### config.mk
export PLATFORM = sky130hd
export DESIGN_NAME = mode_timer_top
export DESIGN_NICKNAME = d
export VERILOG_FILES = /design/src/rtl/mtc_pkg.sv /design/src/rtl/mtc_sync.sv /design/src/rtl/mtc_prescaler.sv /design/src/rtl/mode_timer_top.sv
export SDC_FILE = /design/constraint.sdc
export NUM_CORES = 1
export LEC_CHECK = 0
export BUFFER_PORTS_ARGS = -buffer_cell sky130_fd_sc_hd__buf_2
export CORE_ASPECT_RATIO = 1.4
export CORE_MARGIN = 5
export CORE_UTILIZATION = 52
export DETAILED_ROUTE_END_ITERATION = 12
export PLACE_DENSITY_LB_ADDON = 0.25
export SYNTH_ARGS = -nofsm -noshare
export SYNTH_HDL_FRONTEND = slang
export SYNTH_HIERARCHICAL = 1
export SYNTH_SLANG_ARGS = --single-unit
### constraint.sdc
create_clock -name clk -period 7.3 [get_ports clk]
set_clock_uncertainty 0.15 [all_clocks]
set_input_delay 1.46 -clock clk [delete_from_list [all_inputs] [get_ports clk]]
set_output_delay 1.46 -clock clk [all_outputs]
set_load 0.02 [all_outputs]
### src/rtl/mtc_pkg.sv
package mtc_pkg;
    typedef enum logic [1:0] {
        MODE_DUAL_TMR = 2'd0,
        MODE_TMR_EVT  = 2'd1,
        MODE_WIDE_TMR = 2'd2,
        MODE_WIDE_EVT = 2'd3
    } mtc_mode_e;
endpackage

### src/rtl/mtc_sync.sv
module mtc_sync #(
    parameter int STAGES = 2
) (
    input  logic clk,
    input  logic rst_n,
    input  logic din,
    output logic rise
);
    logic [STAGES:0] shreg;

    always_ff @(posedge clk or negedge rst_n) begin
        if (!rst_n) shreg <= '0;
        else        shreg <= {shreg[STAGES-1:0], din};
    end

    assign rise = shreg[STAGES-1] & ~shreg[STAGES];


    rise_single_chk: assert property (@(posedge clk) disable iff (!rst_n)
        rise |=> !rise);
endmodule

### src/rtl/mtc_prescaler.sv
module mtc_prescaler #(
    parameter int W = 8
) (
    input  logic         clk,
    input  logic         rst_n,
    input  logic [W-1:0] limit,
    output logic         tick
);
    logic [W-1:0] cnt;

    assign tick = (cnt >= limit);

    always_ff @(posedge clk or negedge rst_n) begin
        if (!rst_n)    cnt <= '0;
        else if (tick) cnt <= '0;
        else           cnt <= cnt + W'(1);
    end


    psc_gap_chk: assert property (@(posedge clk) disable iff (!rst_n)
        (tick && limit != '0) |=> (!tick || !$stable(limit)));
endmodule

### src/rtl/mode_timer_top.sv
module mode_timer_top #(
    parameter int HALF_W      = 8,
    parameter int PSC_W       = 8,
    parameter int SYNC_STAGES = 2
) (
    input  logic              clk,
    input  logic              rst_n,
    input  logic [1:0]        mode,
    input  logic [PSC_W-1:0]  psc_val,
    input  logic [HALF_W-1:0] match_lo,
    input  logic [HALF_W-1:0] match_hi,
    input  logic              event_in,
    input  logic              cap_lo_in,
    input  logic              cap_hi_in,
    input  logic              clr_lo,
    input  logic              clr_hi,
    output logic [HALF_W-1:0] cap_lo_q,
    output logic [HALF_W-1:0] cap_hi_q,
    output logic              irq_lo,
    output logic              irq_hi
);
    import mtc_pkg::*;

    localparam int FULL_W = 2 * HALF_W;
    localparam int N_SYNC = 3;

    logic              tick;
    logic [N_SYNC-1:0] async_in;
    logic [N_SYNC-1:0] sync_rise;
    logic              ev_rise, caplo_rise, caphi_rise;

    assign async_in   = {cap_hi_in, cap_lo_in, event_in};
    assign ev_rise    = sync_rise[0];
    assign caplo_rise = sync_rise[1];
    assign caphi_rise = sync_rise[2];

    for (genvar g = 0; g < N_SYNC; g++) begin : g_sync
        mtc_sync #(.STAGES(SYNC_STAGES)) sync_i (
            .clk  (clk),
            .rst_n(rst_n),
            .din  (async_in[g]),
            .rise (sync_rise[g])
        );
    end

    mtc_prescaler #(.W(PSC_W)) psc_i (
        .clk  (clk),
        .rst_n(rst_n),
        .limit(psc_val),
        .tick (tick)
    );

    // operating arrangement decode
    mtc_mode_e mode_e;
    logic      wide, lo_step, hi_step;

    assign mode_e = mtc_mode_e'(mode);

    always_comb begin
        wide    = 1'b0;
        lo_step = 1'b0;
        hi_step = 1'b0;
        unique case (mode_e)
            MODE_DUAL_TMR: begin lo_step = tick; hi_step = tick;    end
            MODE_TMR_EVT:  begin lo_step = tick; hi_step = ev_rise; end
            MODE_WIDE_TMR: begin wide = 1'b1; lo_step = tick;    end
            MODE_WIDE_EVT: begin wide = 1'b1; lo_step = ev_rise; end
            default:       ;
        endcase
    end

    // counting datapath
    logic [HALF_W-1:0] lo_cnt, hi_cnt, lo_nxt, hi_nxt;
    logic [FULL_W-1:0] full_cnt, full_match;
    logic              set_lo, set_hi;

    assign full_cnt   = {hi_cnt, lo_cnt};
    assign full_match = {match_hi, match_lo};

    always_comb begin
        lo_nxt = lo_cnt;
        hi_nxt = hi_cnt;
        set_lo = 1'b0;
        set_hi = 1'b0;
        if (wide) begin
            if (lo_step) begin
                if (full_cnt == full_match) begin
                    {hi_nxt, lo_nxt} = '0;
                    set_hi           = 1'b1;
                end else begin
                    {hi_nxt, lo_nxt} = full_cnt + FULL_W'(1);
                end
            end
        end else begin
            if (lo_step) begin
                if (lo_cnt == match_lo) begin lo_nxt = '0; set_lo = 1'b1; end
                else                          lo_nxt = lo_cnt + HALF_W'(1);
            end
            if (hi_step) begin
                if (hi_cnt == match_hi) begin hi_nxt = '0; set_hi = 1'b1; end
                else                          hi_nxt = hi_cnt + HALF_W'(1);
            end
        end
    end

    always_ff @(posedge clk or negedge rst_n) begin
        if (!rst_n) begin
            lo_cnt <= '0;
            hi_cnt <= '0;
            irq_lo <= 1'b0;
            irq_hi <= 1'b0;
        end else begin
            lo_cnt <= lo_nxt;
            hi_cnt <= hi_nxt;
            irq_lo <= set_lo | (irq_lo & ~clr_lo);
            irq_hi <= set_hi | (irq_hi & ~clr_hi);
        end
    end

    // capture registers
    logic hi_trig;
    assign hi_trig = wide ? caplo_rise : caphi_rise;

    always_ff @(posedge clk or negedge rst_n) begin
        if (!rst_n) begin
            cap_lo_q <= '0;
            cap_hi_q <= '0;
        end else begin
            if (caplo_rise) cap_lo_q <= lo_cnt;
            if (hi_trig)    cap_hi_q <= hi_cnt;
        end
    end


    irq_lo_sticky_chk: assert property (@(posedge clk) disable iff (!rst_n)
        (irq_lo && !clr_lo) |=> irq_lo);


    irq_hi_sticky_chk: assert property (@(posedge clk) disable iff (!rst_n)
        (irq_hi && !clr_hi) |=> irq_hi);


    wide_no_lo_irq_chk: assert property (@(posedge clk) disable iff (!rst_n)
        (wide && !irq_lo) |=> !irq_lo);


    wide_hi_trig_ignored_chk: assert property (@(posedge clk) disable iff (!rst_n)
        (wide && caphi_rise && !caplo_rise) |=> ($stable(cap_lo_q) && $stable(cap_hi_q)));


    cap_hold_chk: assert property (@(posedge clk) disable iff (!rst_n)
        (!caplo_rise && !caphi_rise) |=> ($stable(cap_lo_q) && $stable(cap_hi_q)));
endmodule

==> results.cfg <==
[synthesis]
synthesis.nets = 298
yosys_register_bits = 51
synth.area.mux_share = 0.07465
synth_area_um2 = 2799
yosys.area_share.simple = 0.1667
synth_xor_area_frac = 0.09030
async_flop_share = 1.000
syn_inst = 254
synth_edf_count = 0
avgSynthCellArea_um2 = 11.02
synth_cell_type_count = 52
synth_compound_area_frac = 0.1216
ys_warn_count = 6
synth-adder-area-share = 0.04917
synth_top_family_by_area = simple AND/OR/NAND/NOR gates
yosysSeqAreaShare = 0.4560
synth-main-ff-cell = dfrtp_1

[power]
p_seq_frac = 0.450
vdd_drop_max_uv = 143.0
clockPowerShare = 0.216
p_int_uw = 603.1
swShare = 0.3645
p_leak_uw = 0.001544
p_sw_uw = 345.8
pwr-share-comb = 0.334
p_per_area_nw_per_um2 = 295.1

[floorplan]
boundaryPins = 51
num_rows = 31
coreArea_um2 = 5197
die_w_um = 72.01
die-height_um = 96.81
die_area_um2 = 6970
start_util = 0.5385

[clocking]
cts_max_path_buffers = 2
post_cts_resized = 0
clk_pin_slew_worst_paths_ns = 0.09
cts.sinks = 51
cts_buffers = 5
h-tree-depth = 2
cts_tree = done
cts_setup_buffers = 0
clockRootBuffer = clkbuf_8
clock_latency_ns = 0.30
cts_hold_buf = 0

[global_routing]
grt_overflow = 0
grt_pass1_wl_um = 9673
grt_pass1_vias = 2080
grt.total_usage = 0.1706
grt_max_degree = 52
antenna_found_initial = 0

[sta]
finalHoldViolCount = 0
min_period_over_period = 0.5084
setup_tns_ns = 0
slew_viol_final = 0
rsz0062_at_grt = false
clock.fmax_mhz = 269.4
fin_crit_ns = 3.712
finalSetupViolCount = 0
max_slew_margin = 0.5740
worst_slew_pin_slew_ns = 0.6323

[final_layout]
num_antenna_cells = 0
syn_to_final_growth_pct = 14.89
drive_gt1_frac = 0.3016
fin_nets = 348
fillerInstances = 475
utilization = 0.6187

[drt]
drt_iter0_drc = 151
vias = 2032
drt-vias-per-instance = 5.477
drtAntennaViolNets = 0
remaining_drc_errors = 0
wire_per_inst_um = 14.51
routed_wl_um = 5382
drt_pass1_iterations = 4

[hold_path]
hold_depth = 0
hp-class = reg -> reg
holdPathEnd = g_sync[2].sync_i/shreg[1]
worstHoldStart = g_sync[2].sync_i/shreg[0]

[job]
maxCapViolations = 0

[status]
outcome = finished, final reports clean

[worst_setup_path]
startpoint_type = input pin
r2r_cells = 9
r2r_end = hi_cnt[4]
critPathKind = in -> reg
path_max_fanout = 13
cp-end-kind = flip-flop
required_ns = 7.39
rrSetupSlack_ns = 4.42
worstReg2RegStart = psc_i/cnt[6]
worstPathArrival_ns = 3.80

[placement]
hpwl_um = 4080
numPortBuffers = 50
gp_congestion = 0.8654
## how the worst max path moves through the flow
| stage | startpoint | to | slack (ns) |
|---|---|---|---|
| floorplan | psc_val[7] | hi_cnt[4] | 3.73 |
| global placement | psc_val[7] | hi_cnt[4] | 3.33 |
| detailed placement | psc_val[7] | hi_cnt[4] | 3.25 |
| CTS | psc_val[7] | hi_cnt[4] | 3.58 |
| global route | psc_val[7] | hi_cnt[4] | 3.40 |
| finish | psc_val[7] | hi_cnt[4] | 3.59 |
## through the flow
step / cells / hold WS (ns) / setup WS, ns / area (um2) / total power [uW]
2_1_floorplan: 254 / 0.1812 / 3.733 / 2799 / 667.0
3_3_place_gp: 363 / 0.1823 / 3.328 / 3094 / 741.4
3_5_place_dp: 363 / 0.1919 / 3.246 / 3094 / 752.3
4_1_cts: 371 / 0.2150 / 3.580 / 3216 / 961.5
5_1_grt: 371 / 0.2202 / 3.400 / 3216 / 1022
6_report: 371 / 0.2104 / 3.588 / 3216 / 948.9
## layout make-up
type	instances	area, um2	area share
Clock inverter	2	38.79	0.01206
Timing Repair Buffer	52	265.3	0.08249
Tap cell	66	82.58	0.02568
Inverter	17	63.81	0.01984
Sequential cell	51	1276	0.3969
Clock buffer	6	82.58	0.02568
Multi-Input combinational cell	177	1406	0.4374
## cell usage after synthesis (2+ instances only)
| cell type | number | area share |
|---|---|---|
| a21oi_1 | 5 | 0.0089 |
| and3_1 | 6 | 0.013 |
| buf_2 | 3 | 0.0054 |
| buf_6 | 2 | 0.0080 |
| clkbuf_1 | 4 | 0.0054 |
| dfrtp_1 | 51 | 0.46 |
| ha_1 | 11 | 0.049 |
| inv_1 | 17 | 0.023 |
| mux2_2 | 15 | 0.060 |
| mux2i_1 | 4 | 0.014 |
| nand2_1 | 19 | 0.025 |
| nand2b_1 | 3 | 0.0067 |
| nand3_1 | 9 | 0.016 |
| nand4_1 | 6 | 0.013 |
| nor2_1 | 18 | 0.024 |
| nor2b_4 | 3 | 0.015 |
| nor4_4 | 3 | 0.023 |
| o2111ai_1 | 2 | 0.0063 |
| o211ai_1 | 5 | 0.013 |
| o21a_1 | 4 | 0.011 |
| o21ai_0 | 7 | 0.013 |
| o22ai_1 | 2 | 0.0045 |
| xnor2_1 | 2 | 0.0063 |
| xor2_1 | 25 | 0.078 |
## flip-flops by register name (all words and copies together) (netlist names)
signal,count
hi_cnt,8
cap_hi_q,8
cap_lo_q,8
psc_i/cnt,8
g_sync.sync_i/shreg,9
irq_lo,1
irq_hi,1
lo_cnt,8
## worst max-delay path, cell delays in order
cell and delay [ns]:
buf_2 0.07, inv_1 0.03, ha_1 0.29, and3_1 0.19
o211ai_1 0.11, o21ai_2 0.37, inv_1 0.13, o21a_1 0.35
or4b_1 0.55, o21bai_1 0.16, nand3_1 0.09
## kinds of logic (layout without fill, tap and decap cells)
family | count (synthesis) | count (layout)
compound gates | 43 | 43
simple gates | 76 | 76
mux | 19 | 19
fa+ha+maj | 11 | 11
flops | 51 | 51
xor+xnor | 28 | 28
buf+inv | 26 | 77
## routing by layer
metal	global-route usage	vias to the layer above	wire, um
li1	-	996	-
met1	0.2151	983	2246
met2	0.2911	44	2823
met3	0.03112	9	232
met4	0.05355	0	80
met5	0	-	0
## power groups by stage
stage / Combinational, uW / Clock, uW / Sequential (uW)
6_report: 317 / 205 / 427
5_1_grt: 359 / 223 / 441
4_1_cts: 322 / 213 / 427
3_5_place_dp: 319 / 0 / 433
3_3_place_gp: 311 / 0 / 430
2_1_floorplan: 239 / 0 / 428
## placed cells by master, fill, tap and decap left out, types with 2 or more instances in the layout
cell type  synthesis  layout
o21ai_0            7       7
o2111ai_1          2       2
o211ai_1           5       5
buf_4              0       2
inv_1             17      17
ha_1              11      11
clkbuf_8           0       6
and3_1             6       6
nand4_1            6       6
nor2b_4            3       3
nor4_4             3       3
nor2_1            18      18
nand2b_1           3       3
nand3_1            9       9
xor2_1            25      25
o22ai_1            2       2
o21a_1             4       4
buf_2              3      50
dfrtp_1           51      51
xnor2_1            2       2
mux2i_1            4       4
nand2_1           19      19
mux2_2            15      15
a21oi_1            5       5
No activity file was read; power rests on OpenSTA's default activity.
